File: config.mk
export PLATFORM = sky130hd
export DESIGN_NAME = gpio_wake_port
export DESIGN_NICKNAME = d
export VERILOG_FILES = /design/src/rtl/gpio_wake_pkg.sv /design/src/rtl/gpio_pin_sync.sv /design/src/rtl/gpio_ctrl_regs.sv /design/src/rtl/gpio_wake_det.sv /design/src/rtl/gpio_wake_port.sv
export SDC_FILE = /design/constraint.sdc
export NUM_CORES = 1
export LEC_CHECK = 0
export ABC_AREA = 1
export BUFFER_PORTS_ARGS = -buffer_cell sky130_fd_sc_hd__clkbuf_2
export CAP_MARGIN = 30
export CELL_PAD_IN_SITES_DETAIL_PLACEMENT = 0
export CELL_PAD_IN_SITES_GLOBAL_PLACEMENT = 1
export CORE_AREA = 2 2 62 64
export CTS_BUF_LIST = sky130_fd_sc_hd__clkbuf_8 sky130_fd_sc_hd__clkbuf_16
export DETAILED_ROUTE_END_ITERATION = 10
export DIE_AREA = 0 0 64 66
export PLACE_DENSITY_LB_ADDON = 0.1
export SLEW_MARGIN = 20
export SYNTH_ARGS = -nofsm -noshare
export SYNTH_HDL_FRONTEND = slang
export SYNTH_SLANG_ARGS = --single-unit
File: constraint.sdc
create_clock -name clk -period 1.2 [get_ports clk]
set_clock_uncertainty 0.1 [all_clocks]
set_input_delay 0.06 -clock clk [delete_from_list [all_inputs] [get_ports clk]]
set_output_delay 0.06 -clock clk [all_outputs]
set_load 0.005 [all_outputs]
File: src/rtl/gpio_wake_pkg.sv
package gpio_wake_pkg;
  localparam int PORT_W      = 6;
  localparam int SYNC_STAGES = 2;
  localparam int TMR_PIN     = 2;
  // pins that may never drive
  localparam logic [PORT_W-1:0] IN_ONLY_MASK = 6'b00_1000;
  // pins watched during sleep
  localparam logic [PORT_W-1:0] WAKE_MASK    = 6'b00_1011;
  // direction value after reset: all inputs
  localparam logic [PORT_W-1:0] DIR_RESET    = {PORT_W{1'b1}};
endpackage

File: src/rtl/gpio_pin_sync.sv
module gpio_pin_sync #(
  parameter int W      = 6,
  parameter int STAGES = 2
) (
  input  logic         clk,
  input  logic         rst_n,
  input  logic [W-1:0] async_in,
  output logic [W-1:0] sync_out
);
  logic [W-1:0] stage_q [STAGES];

  generate
    for (genvar s = 0; s < STAGES; s++) begin : g_stage
      if (s == 0) begin : g_first
        always_ff @(posedge clk or negedge rst_n) begin
          if (!rst_n) stage_q[s] <= '0;
          else        stage_q[s] <= async_in;
        end
      end else begin : g_next
        always_ff @(posedge clk or negedge rst_n) begin
          if (!rst_n) stage_q[s] <= '0;
          else        stage_q[s] <= stage_q[s-1];
        end
      end
    end
  endgenerate

  assign sync_out = stage_q[STAGES-1];
endmodule

File: src/rtl/gpio_ctrl_regs.sv
module gpio_ctrl_regs
  import gpio_wake_pkg::*;
#(
  parameter int W = PORT_W
) (
  input  logic         clk,
  input  logic         rst_n,
  input  logic         dir_wr,
  input  logic [W-1:0] dir_wdata,
  input  logic         dat_wr,
  input  logic [W-1:0] dat_wdata,
  input  logic         opt_pu_n,
  input  logic         tmr_src_ext,
  output logic [W-1:0] dir_q,
  output logic [W-1:0] out_q,
  output logic [W-1:0] oe,
  output logic [W-1:0] pu
);
  always_ff @(posedge clk or negedge rst_n) begin
    if (!rst_n) begin
      dir_q <= DIR_RESET[W-1:0];
      out_q <= '0;
    end else begin
      if (dir_wr) dir_q <= dir_wdata;
      if (dat_wr) out_q <= dat_wdata;
    end
  end

  generate
    for (genvar i = 0; i < W; i++) begin : g_pin
      logic forced_in;
      if (i == TMR_PIN) begin : g_tmr
        assign forced_in = IN_ONLY_MASK[i] | tmr_src_ext;
      end else begin : g_plain
        assign forced_in = IN_ONLY_MASK[i];
      end
      assign oe[i] = ~dir_q[i] & ~forced_in;
      assign pu[i] = ~opt_pu_n & dir_q[i];
    end
  endgenerate
endmodule

File: src/rtl/gpio_wake_det.sv
module gpio_wake_det
  import gpio_wake_pkg::*;
#(
  parameter int W = PORT_W
) (
  input  logic         clk,
  input  logic         rst_n,
  input  logic [W-1:0] pins_sync,
  input  logic [W-1:0] dir_q,
  input  logic         port_access,
  input  logic         opt_wu_n,
  input  logic         sleep,
  output logic         pulse,
  output logic         flag
);
  logic [W-1:0] snap_q;
  logic [W-1:0] watch;
  logic         mismatch;
  logic         hit_q;

  assign watch    = WAKE_MASK[W-1:0] & dir_q & {W{~opt_wu_n}};
  assign mismatch = sleep & (|((pins_sync ^ snap_q) & watch));

  always_ff @(posedge clk or negedge rst_n) begin
    if (!rst_n) begin
      snap_q <= '0;
      hit_q  <= 1'b0;
      pulse  <= 1'b0;
      flag   <= 1'b0;
    end else begin
      if (port_access) snap_q <= pins_sync;
      hit_q <= mismatch;
      pulse <= mismatch & ~hit_q;
      if (mismatch & ~hit_q) flag <= 1'b1;
    end
  end
endmodule

File: src/rtl/gpio_wake_port.sv
module gpio_wake_port
  import gpio_wake_pkg::*;
(
  input  logic              clk,
  input  logic              rst_n,
  input  logic              dir_wr,
  input  logic [PORT_W-1:0] dir_wdata,
  input  logic              dat_wr,
  input  logic [PORT_W-1:0] dat_wdata,
  input  logic              dat_rd,
  output logic [PORT_W-1:0] dat_rdata,
  input  logic              opt_pu_n,
  input  logic              opt_wu_n,
  input  logic              tmr_src_ext,
  input  logic              sleep,
  input  logic [PORT_W-1:0] pin_in,
  output logic [PORT_W-1:0] pin_out,
  output logic [PORT_W-1:0] pin_oe,
  output logic [PORT_W-1:0] pu_en,
  output logic              wake_pulse,
  output logic              wake_flag
);
  logic [PORT_W-1:0] pins_s;
  logic [PORT_W-1:0] dir_q;

  gpio_pin_sync #(.W(PORT_W), .STAGES(SYNC_STAGES)) u_sync (
    .clk(clk), .rst_n(rst_n), .async_in(pin_in), .sync_out(pins_s)
  );

  gpio_ctrl_regs #(.W(PORT_W)) u_regs (
    .clk(clk), .rst_n(rst_n),
    .dir_wr(dir_wr), .dir_wdata(dir_wdata),
    .dat_wr(dat_wr), .dat_wdata(dat_wdata),
    .opt_pu_n(opt_pu_n), .tmr_src_ext(tmr_src_ext),
    .dir_q(dir_q), .out_q(pin_out), .oe(pin_oe), .pu(pu_en)
  );

  gpio_wake_det #(.W(PORT_W)) u_wake (
    .clk(clk), .rst_n(rst_n),
    .pins_sync(pins_s), .dir_q(dir_q),
    .port_access(dat_wr | dat_rd),
    .opt_wu_n(opt_wu_n), .sleep(sleep),
    .pulse(wake_pulse), .flag(wake_flag)
  );

  assign dat_rdata = pins_s;
endmodule

== Word-level counts from Yosys, hierarchy flattened ==
Cells that the tools add are included.
Cells by class
  reduce and logical (&&, ||, !) cells: 1
  bitwise operators: 22
Operator list (count)
  1-bit AND: 9
  1-bit inverter: 9
  4-bit by 6-bit AND with 6-bit output: 1
  6-bit AND: 1
  6-bit OR reduction: 1
  6-bit XOR: 1
  1-bit bitwise OR: 1
Word-level totals
  bits in registers: 33

== Longest topological paths before layout ==
Gate-level depths: netlist of run 1.
  depth after elaboration: 6
  depth in mapped cells: 6

== Modules after synthesis ==
From an unflattened synthesis of run 1, not the netlist that was laid out.
Second synthesis, totals
  cells, all modules: 123
  area total of the unflattened synthesis: 1171.1 sq um
By module, submodules not included
  gpio_ctrl_regs: instances 1, seq. area each 307.8 sq um, area an instance 510.5 sq um, cells each 65
  gpio_pin_sync: instances 1, seq. area each 300.3 sq um, area an instance 345.3 sq um, cells each 18
  gpio_wake_det: instances 1, seq. area each 150.1 sq um, area an instance 304.0 sq um, cells each 37
  gpio_wake_port: instances 1, seq. area each 0.0 sq um, area an instance 11.3 sq um, cells each 3

== Worst setup path after synthesis of run 1 ==
OpenSTA, ideal clock, no wires.
  path kind: reg2reg
  start: register u_sync.stage_q (netlist bit u_sync.sync_out[0])
  end: register u_wake.flag
  stages on the path, launching flop included: 7
  clock period less this slack: 0.944 ns
  data arrival time: 0.727 ns
  path slack: 0.256 ns
  cells stage by stage: dfrtp_1 inv_1 nand2_1 nand3_1 nand3_2 nand3_2 nand2_1
On the way
  longest elaborated chain between the ends: 5
RTL lines
  start, declared: RTL line gpio_pin_sync.sv:10  | logic [W-1:0] stage_q [STAGES];
  start signal, assigned by index: RTL line gpio_pin_sync.sv:22  | else stage_q[s] <= stage_q[s-1];
  6-bit XOR: RTL line gpio_wake_det.sv:22  | assign mismatch = sleep & (|((pins_sync ^ snap_q) & watch));
  6-bit AND: RTL line gpio_wake_det.sv:22
  6-bit OR reduction: RTL line gpio_wake_det.sv:22
  1-bit AND: RTL line gpio_wake_det.sv:22
  1-bit AND: RTL line gpio_wake_det.sv:34  | if (mismatch & ~hit_q) flag <= 1'b1;
  end signal, assigned: RTL line gpio_wake_det.sv:29  | flag <= 1'b0;
  end signal, assigned: RTL line gpio_wake_det.sv:34
  end, declared: RTL line gpio_wake_det.sv:14  | output logic flag
Every way passes these cells.
A chain may end at the register's enable or synchronous reset.

== Worst setup path after layout of run 1 ==
  start: register u_regs.dir_q[1]
  end: output port pu_en[1]
On the way
  longest elaborated chain between the ends: 1
RTL lines
  start, declared: RTL line gpio_ctrl_regs.sv:14  | output logic [W-1:0] dir_q,
  start signal, assigned: RTL line gpio_ctrl_regs.sv:21  | dir_q <= DIR_RESET[W-1:0];
  start signal, assigned: RTL line gpio_ctrl_regs.sv:24  | if (dir_wr) dir_q <= dir_wdata;
  1-bit AND: RTL line gpio_ctrl_regs.sv:38  | assign pu[i] = ~opt_pu_n & dir_q[i];
  end, declared: RTL line gpio_wake_port.sv:19  | output logic [PORT_W-1:0] pu_en,
Every way passes these cells.

==> results.json, run 1 <==
{
  "dr.pass1.iters": 3,
  "rows": 22,
  "initial_core_util": 0.329,
  "synth_compound_area_frac": 0.0385,
  "drt-vias-per-instance": 3.96,
  "max_stage_delay_ps": 530,
  "multi_input_area_um2": 284,
  "drive_gt1_frac": 0.478,
  "cp_top_family": "flip-flops",
  "numCtsBuffers": 5,
  "rsz0062_at_grt": "true",
  "cp.required_ps": 1040,
  "gp_congestion": 0.647,
  "die_x_um": 64,
  "r2r_start": "u_regs.dir_q[1]",
  "hold_class": "input port to flop",
  "path_clk_slew_ps": 60,
  "synthAdderAreaFrac": 0,
  "yosysUniqueCellTypes": 14,
  "ys_ff_latch": 30,
  "port_buffers": 51,
  "ys_warn_count": 0,
  "status": "complete, but fails checks",
  "ant_nets": 0,
  "overflow": 0,
  "die_area_um2": 4220,
  "cp_max_fo": 3,
  "power.internal_mw": 1.74,
  "area_growth_pct": 51.3,
  "cts_buffer_depth": 2,
  "fin_crit_ps": 1210,
  "drv_slew": 0,
  "num-nets-final": 206,
  "slowest_stage": "dfstp_2",
  "leakage_nw": 0.944,
  "synth_top_area_share": 0.513,
  "drt_iter0_drc": 14,
  "power_density_nw_per_um2": 1280,
  "crit_chain": "inv_2 -> nor2_2 -> buf_2",
  "switchingPower_mw": 0.520,
  "synth_cells": 103,
  "synth-seq-area-share": 0.648,
  "via_count": 902,
  "yosys.area_share.simple": 0.120,
  "ir_worst_vdd_uv": 508,
  "path_buf_inv": 2,
  "regArea_um2": 758,
  "grt_max_degree": 31,
  "drc": 0,
  "r2r-end": "u_wake.flag",
  "crit_type": "flop to output port",
  "cts_tree": "done",
  "reg2reg_slack_ps": 110,
  "core_area_um2": 3550,
  "wl_per_cell_um": 10.2,
  "pin_count": 53,
  "startpoint": "u_regs.dir_q[1]",
  "crit_path_end_kind": "output port",
  "n_fill_cell": 334,
  "syn-num-nets": 130,
  "finalHoldViolations": 0,
  "synth_top_cell_by_area": "dfrtp_1",
  "synth.cell_area_um2": 1170,
  "cts.sink_count": 30,
  "clkLatencyLatePin_ps": 270,
  "synthTopCellsByArea": "dfrtp_1 51%, dfstp_2 13%, mux2_4 7.7%",
  "fin_ws_ps": -9.09,
  "htreeDepth": 2,
  "synthMuxAreaShare": 0.0770,
  "die_h_um": 66,
  "seq_power_share": 0.501,
  "violations": "setup timing",
  "synth_top_family_by_area": "simple AND/OR/NAND/NOR gates",
  "hold_path_end": "u_regs.dir_q[5]",
  "track_usage": 0.126,
  "max_freq_ghz": 0.827,
  "hold_path.startpoint": "dir_wr",
  "root_buffer": "clkbuf_8",
  "grt_pass1_vias": 896,
  "synth_area_per_cell_um2": 11.4,
  "antenna_found_initial": 0,
  "startpoint_type": "flop",
  "p_comb_frac": 0.148,
  "switching_share": 0.230,
  "clkPwrFrac": 0.351,
  "maxCapViolCount": 0,
  "reg2reg_depth": 5,
  "whs_path_depth": 2,
  "synth_xor_area_frac": 0,
  "n_antenna_cell": 0,
  "period_share": 1.01,
  "path_depth": 3,
  "grt_pass1_wl_um": 3840,
  "whs_ps": 15.3,
  "setup_viol": 1,
  "arrival_ps": 1050,
  "finalCoreUtilization": 0.499,
  "drt_wl_total_um": 2330,
  "dp_hpwl_um": 1500
}
-- timing repair --
action | CTS | global route
hold buffers | 22 | 0
setup endpoints to repair | 6 | 6
gates cloned | 0 | 0
hold endpoints to repair | 52 | 0
pin swaps | 1 | 2
resized for setup | 6 | 8
buffers inserted | 2 | 2
-- metrics by stage --
| stage | setup WS (ps) | power, mW | setup TNS (ps) | area [µm²] | instances |
|---|---|---|---|---|---|
| after global placement | 201 | 1.40 | 0 | 1420 | 194 |
| after detailed placement | 181 | 1.41 | 0 | 1420 | 194 |
| after floorplan | 256 | 1.28 | 0 | 1170 | 103 |
| final | -9.09 | 2.26 | -9.09 | 1770 | 228 |
| after global routing | -47.0 | 2.40 | -236 | 1770 | 228 |
| after CTS | -18.5 | 2.29 | -55.0 | 1750 | 226 |
-- worst max-delay path by stage --
stage / endpoint
2_1_floorplan: u_wake.flag
3_3_place_gp: u_wake.flag
3_5_place_dp: u_wake.flag
6_report: pu_en[1]
4_1_cts: pu_en[3]
5_1_grt: pu_en[2]
-- cell families (layout without fill, tap and decap cells) --
| logic type | count (synthesis) | after routing |
|---|---|---|
| AOI/OAI and AO/OA | 9 | 9 |
| buffers and inverters | 26 | 103 |
| DFF | 30 | 30 |
| muxes | 6 | 6 |
| other | 1 | 1 |
| and+or+nand+nor | 31 | 31 |
-- sequential cells by signal, indices dropped and copies added, names as in the netlist --
| name | flops |
|---|---|
| u_regs.dir_q | 6 |
| u_wake.flag | 1 |
| u_sync.sync_out | 6 |
| u_sync.stage_q | 6 |
| u_wake.hit_q | 1 |
| u_wake.snap_q | 3 |
| u_regs.out_q | 6 |
| u_wake.pulse | 1 |
-- placed cells by master (no fill, tap or decap), drive strengths merged, types with 5 or more instances in the layout --
master	Yosys	layout
buf	9	11
clkbuf	0	51
dfrtp	24	24
dfstp	6	6
dlygate4sd3	0	22
inv	17	18
mux2	6	6
nand2	17	17
nand3	5	5
nor2	9	9
o21ai	9	9
-- cells in the mapped netlist, drive strengths merged --
library cell	count
conb	1
o21ai	9
buf	9
dfrtp	24
nand2	17
nor2	9
mux2	6
dfstp	6
nand3	5
inv	17
-- metal layers --
metal / GRT usage / part of all wire / wire, µm / vias up
li1: - / - / - / 455
met5: 0 / 0 / 0 / -
met2: 0.229 / 0.53 / 1220 / 34
met4: 0.0815 / 0.019 / 44 / 0
met1: 0.121 / 0.40 / 921 / 408
met3: 0.0426 / 0.060 / 141 / 5
-- power by group through the flow --
stage,Clock (mW),Sequential [mW],Combinational [mW]
2_1_floorplan,0,1.14,0.137
3_3_place_gp,0,1.15,0.258
3_5_place_dp,0,1.15,0.260
4_1_cts,0.828,1.13,0.327
5_1_grt,0.879,1.14,0.376
6_report,0.795,1.13,0.334
-- cell type report --
class	count	area share
tap	48	0.0339
inverter	17	0.0360
clock inverter	2	0.00495
multi-input combinational	47	0.160
timing repair buffer	78	0.290
sequential	30	0.428
clock buffer	6	0.0466
-- worst reg2reg max path, cell delays in order (launching register included) --
cell and delay, ps:
dfstp_2 530, buf_4 100, nand3_1 80, nand3_2 90
nand3_2 70, nand2_1 60
Power figures use the tool's default switching activity.
==> inputs of run 2 (changes only) <==
--- a/config.mk
+++ b/config.mk
@@ -14,7 +14,7 @@
 export CTS_BUF_LIST = sky130_fd_sc_hd__clkbuf_8 sky130_fd_sc_hd__clkbuf_16
 export DETAILED_ROUTE_END_ITERATION = 10
 export DIE_AREA = 0 0 64 66
-export PLACE_DENSITY_LB_ADDON = 0.1
+export PLACE_DENSITY = 0.85
 export SLEW_MARGIN = 20
 export SYNTH_ARGS = -nofsm -noshare
 export SYNTH_HDL_FRONTEND = slang
==> results.json, run 2 (synthesized netlist as in run 1, its figures left out) <==
{
  "status": "complete, but fails checks",
  "violations": "setup timing",
  "cts_buffer_depth": 2,
  "htreeDepth": 2,
  "dr.pass1.iters": 4,
  "grt_max_degree": 17,
  "tns_ps": -0.856,
  "grt_pass1_vias": 884,
  "mostFrequentLayoutCell": "clkbuf_2",
  "fin_ws_ps": -0.856,
  "dp.cells": 194,
  "cp.required_ps": 1040,
  "ant_nets": 0,
  "dp_hpwl_um": 1670,
  "drv_slew": 0,
  "seq_power_share": 0.503,
  "clkPwrFrac": 0.350,
  "cp_max_fo": 3,
  "port_buffers": 51,
  "crit_type": "flop to output port",
  "rsz0062_at_grt": "true",
  "switchingPower_mw": 0.520,
  "antenna_found_initial": 0,
  "clkLatencyLatePin_ps": 270,
  "max_freq_ghz": 0.833,
  "finalHoldViolations": 0,
  "grt_pass1_wl_um": 4140,
  "drt_wl_total_um": 2500,
  "track_usage": 0.136,
  "die_h_um": 66,
  "use_met3": 0.0426,
  "grtUsageMet1": 0.144,
  "switching_share": 0.230,
  "root_buffer": "clkbuf_8",
  "gp_congestion": 0.717,
  "finalCoreUtilization": 0.498,
  "num-nets-final": 204,
  "pin_count": 53,
  "die_x_um": 64,
  "drive_gt1_frac": 0.461,
  "hold_class": "input port to asynchronous set/reset pin",
  "cts_tree": "done",
  "final_cell_count_no_fill": 226,
  "numCtsBuffers": 5,
  "maxCapViolCount": 0,
  "startpoint_type": "flop",
  "n_antenna_cell": 0,
  "power.internal_mw": 1.74,
  "final_cell_mix": "46 x clkbuf_2, 24 x dfrtp_1, 23 x dlygate4sd3_1",
  "crit_path_end_kind": "output port",
  "rows": 22,
  "period_share": 1.00,
  "initial_core_util": 0.329,
  "arrival_ps": 1040,
  "wl_per_cell_um": 11.1,
  "leakage_nw": 0.938,
  "drc": 0,
  "drt-vias-per-instance": 3.99,
  "ir_worst_vdd_uv": 812,
  "via_count": 902,
  "p_comb_frac": 0.146,
  "area_growth_pct": 51.1,
  "setup_viol": 1,
  "drt_iter0_drc": 12,
  "fin_crit_ps": 1200,
  "use_met2": 0.224,
  "path_clk_slew_ps": 60,
  "power_density_nw_per_um2": 1280,
  "die_area_um2": 4220,
  "core_area_um2": 3550,
  "overflow": 0,
  "cts.sink_count": 30,
  "grt.busiest_layer": "met2"
}
## run 2: layout make-up
class | instances | area (µm²)
Clock buffer | 6 | 82.6
Sequential cell | 30 | 758
Fill cell | 322 | 1780
Clock inverter | 2 | 8.76
Multi-Input combinational cell | 47 | 282
Timing Repair Buffer | 76 | 513
Tap cell | 48 | 60.1
Inverter | 17 | 63.8
## run 2: what timing repair did
item | CTS | global route
hold buffers | 23 | 0
buffers inserted | 1 | 0
pin swaps | 3 | 1
setup endpoints to repair | 5 | 6
resized for setup | 4 | 8
hold endpoints to repair | 53 | 0
## run 2: stage by stage
step	instance area [µm²]	power [mW]	worst slack [ps]	hold slack, ps
4_1_cts	1770	2.29	-22.1	148
3_5_place_dp	1440	1.42	197	-97.3
2_1_floorplan	1170	1.28	256	-336
6_report	1770	2.26	-0.856	146
3_3_place_gp	1440	1.41	219	-101
5_1_grt	1770	2.39	-48.3	169
## run 2: per-layer routing
metal | vias up | routed length [µm] | part of all wire
li1 | 449 | - | -
met1 | 424 | 919 | 0.37
met2 | 23 | 1370 | 0.55
met3 | 6 | 126 | 0.050
met4 | 0 | 84 | 0.034
met5 | - | 0 | 0
## run 2: final timing paths
kind,from,endpoint,slack (ps),cells after the start
worst max-delay path,u_regs.dir_q[4],pu_en[4],-0.9,3
max in group asynchronous,rst_n,u_wake.flag,450,3
worst min-delay path,rst_n,u_wake.snap_q[1],150,2
min in group clk,dat_wr,u_regs.out_q[0],160,2
worst max register to register,u_regs.dir_q[0],u_wake.flag,100,5
worst min register to register,u_sync.stage_q[8],u_sync.sync_out[2],250,0
## run 2: power by group through the flow
| stage | clock, mW | sequential, mW | combinational (mW) |
|---|---|---|---|
| after global placement | 0 | 1.15 | 0.259 |
| after global routing | 0.880 | 1.15 | 0.370 |
| final | 0.791 | 1.14 | 0.331 |
| after detailed placement | 0 | 1.15 | 0.267 |
| after CTS | 0.817 | 1.14 | 0.331 |
| after floorplan | 0 | 1.14 | 0.137 |
## run 2: worst max-delay path: stages (launching register included)
cell,delay [ps]
dfstp_2,530
inv_2,50
nor2_2,90
clkbuf_2,110
==> inputs of run 3 (changes only) <==
--- a/config.mk
+++ b/config.mk
@@ -5,17 +5,16 @@
 export SDC_FILE = /design/constraint.sdc
 export NUM_CORES = 1
 export LEC_CHECK = 0
-export ABC_AREA = 1
 export BUFFER_PORTS_ARGS = -buffer_cell sky130_fd_sc_hd__clkbuf_2
 export CAP_MARGIN = 30
 export CELL_PAD_IN_SITES_DETAIL_PLACEMENT = 0
 export CELL_PAD_IN_SITES_GLOBAL_PLACEMENT = 1
-export CORE_AREA = 2 2 62 64
+export CORE_AREA = 2 2 60 62
 export CTS_BUF_LIST = sky130_fd_sc_hd__clkbuf_8 sky130_fd_sc_hd__clkbuf_16
 export DETAILED_ROUTE_END_ITERATION = 10
-export DIE_AREA = 0 0 64 66
+export DIE_AREA = 0 0 62 64
+export GPL_TIMING_DRIVEN = 0
 export PLACE_DENSITY = 0.85
-export SLEW_MARGIN = 20
 export SYNTH_ARGS = -nofsm -noshare
 export SYNTH_HDL_FRONTEND = slang
 export SYNTH_SLANG_ARGS = --single-unit
==> results.json, run 3 <==
{
  "grt_pass1_vias": 893,
  "drt_iter0_drc": 14,
  "cts_tree": "done",
  "dp_hpwl_um": 1440,
  "port_buffers": 49,
  "p_comb_frac": 0.140,
  "numCtsBuffers": 5,
  "ys_warn_count": 0,
  "drt-vias-per-instance": 4.21,
  "slew_headroom": 0.528,
  "final_area_um2": 1760,
  "initial_core_util": 0.334,
  "n_fill_cell": 273,
  "maxCapViolCount": 0,
  "dp.cells": 174,
  "synthFlopType": "dfrtp_1",
  "max_freq_ghz": 0.746,
  "synth_top_area_share": 0.548,
  "grt_max_degree": 31,
  "syn-num-nets": 106,
  "synth_top_cell_by_area": "dfrtp_1",
  "crit_type": "flop to flop",
  "cp_max_fo": 3,
  "startpoint_type": "flop",
  "drt_wl_total_um": 2280,
  "n_antenna_cell": 0,
  "ir_worst_vdd_uv": 689,
  "root_buffer": "clkbuf_8",
  "worst_pin_slew_ps": 709,
  "ys_ff_latch": 30,
  "wl_per_cell_um": 11.1,
  "place_area_um2": 1400,
  "power_mw": 2.39,
  "fin_crit_ps": 1340,
  "multi_input_area_um2": 274,
  "power_density_nw_per_um2": 1360,
  "tns_ps": -404,
  "power.internal_mw": 1.88,
  "clkLatencyLatePin_ps": 270,
  "finalHoldViolations": 0,
  "core_area_um2": 3280,
  "ant_nets": 0,
  "violations": "setup timing",
  "switching_share": 0.213,
  "period_share": 1.12,
  "antenna_found_initial": 0,
  "synth_area_per_cell_um2": 13.9,
  "gp_congestion": 0.605,
  "overflow": 0,
  "via_count": 868,
  "synth_edf_count": 0,
  "synth_cells": 79,
  "yosysMostFrequentCell": "dfrtp_1",
  "drv_slew": 0,
  "synthTopCellsByArea": "dfrtp_1 55%, dfstp_2 14%, mux2_2 11%",
  "rsz0062_at_grt": "true",
  "clkPwrFrac": 0.384,
  "synthArstFlopShare": 1.00,
  "track_usage": 0.128,
  "pin_count": 53,
  "leakage_nw": 0.871,
  "final_cell_mix": "43 x clkbuf_2, 24 x dfrtp_1, 21 x dlygate4sd3_1",
  "rows": 21,
  "area_growth_pct": 60.6,
  "cp.required_ps": 1260,
  "drc": 0,
  "synth.cell_area_um2": 1100,
  "die_x_um": 62,
  "mostFrequentLayoutCell": "clkbuf_2",
  "htreeDepth": 2,
  "die_h_um": 64,
  "grt_pass1_wl_um": 3610,
  "final_cell_count_no_fill": 206,
  "drive_gt1_frac": 0.581,
  "yosysUniqueCellTypes": 17,
  "synth-seq-area-share": 0.692,
  "cts.sink_count": 30,
  "switchingPower_mw": 0.508,
  "seq_power_share": 0.476,
  "path_clk_slew_ps": 60,
  "crit_path_end_kind": "flop",
  "arrival_ps": 1400,
  "dr.pass1.iters": 4,
  "status": "complete, but fails checks",
  "setup_viol": 5,
  "cts_buffer_depth": 2,
  "die_area_um2": 3970,
  "synthTopCellsByCount": "24 x dfrtp_1, 11 x mux2_2, 7 x buf_4, 7 x nor2_1, 6 x dfstp_2",
  "regArea_um2": 758,
  "num-nets-final": 186,
  "hold_class": "input port to flop",
  "fin_ws_ps": -141
}
[run 3: cell count changes in the layout (fill, tap and decap cells not counted), moves of 3 or more]
cell | previous run | this run
inv_1 | 12 | 0
buf_4 | 1 | 10
xor2_1 | 0 | 3
clkbuf_2 | 46 | 43
mux2_4 | 6 | 0
nand3_1 | 3 | 0
o21ai_0 | 9 | 4
mux2_2 | 0 | 11
nand2_1 | 17 | 4
[run 3: cell type report]
class                           instances  area share
Buffer                                  9      0.0348
Clock buffer                            8      0.0625
Inverter                                4     0.00853
Multi-Input combinational cell         36       0.156
Sequential cell                        30       0.431
Tap cell                               46      0.0327
Timing Repair Buffer                   73       0.275
[run 3: power groups by stage]
stage / combinational, mW / clock, mW / sequential (mW)
finish: 0.334 / 0.917 / 1.14
CTS: 0.327 / 0.966 / 1.14
floorplan: 0.117 / 0 / 1.15
detailed placement: 0.254 / 0 / 1.15
global route: 0.376 / 1.01 / 1.15
global placement: 0.247 / 0 / 1.15
[run 3: critical path, cell delays in order, from the launching register on]
cell and delay [ps]:
dfrtp_1 390, xor2_1 160, a222oi_1 330, buf_4 190, o21bai_1 50
[run 3: layer usage]
layer | global-route usage | wire length (µm) | vias up
li1 | - | - | 408
met3 | 0.0648 | 220 | 4
met1 | 0.115 | 837 | 409
met2 | 0.230 | 1200 | 47
met5 | 0 | 0 | -
met4 | 0.0505 | 26 | 0
[run 3: stage by stage]
stage | hold slack, ps | utilization | worst slack [ps]
6_report | 49.9 | 0.536 | -141
5_1_grt | 80.0 | 0.536 | -199
4_1_cts | 49.2 | 0.531 | -103
3_5_place_dp | 49.8 | 0.426 | -171
3_3_place_gp | 38.8 | 0.426 | -143
2_1_floorplan | -336 | - | -34.8
[run 3: final timing paths]
path	startpoint	end	cells past startpoint	slack (ps)
setup / recovery	u_sync.sync_out[0]	u_wake.flag	4	-140
hold / removal	dir_wr	u_regs.dir_q[4]	3	50
setup reg to reg	u_sync.sync_out[0]	u_wake.flag	4	-140
hold reg to reg	u_sync.stage_q[7]	u_sync.sync_out[1]	0	250
max in group asynchronous	rst_n	u_regs.out_q[1]	2	260
min in group asynchronous	rst_n	u_sync.sync_out[3]	2	290
[run 3: cell families after synthesis]
logic type             Yosys count  synth area share
multiplexers                    11             0.113
other                            1           0.00342
AO/OA/AOI/OAI                    6            0.0343
AND/OR/NAND/NOR                 15            0.0639
XOR/XNOR                         3            0.0240
buffers and inverters           13            0.0696
flip-flops                      30             0.692
[run 3: timing repair]
action / CTS / global route
buffers inserted: 3 / 1
setup endpoints to repair: 9 / 10
pin swaps: 3 / 4
hold endpoints to repair: 45 / 0
hold buffers: 21 / 0
gates cloned: 0 / 0
resized for setup: 5 / 8
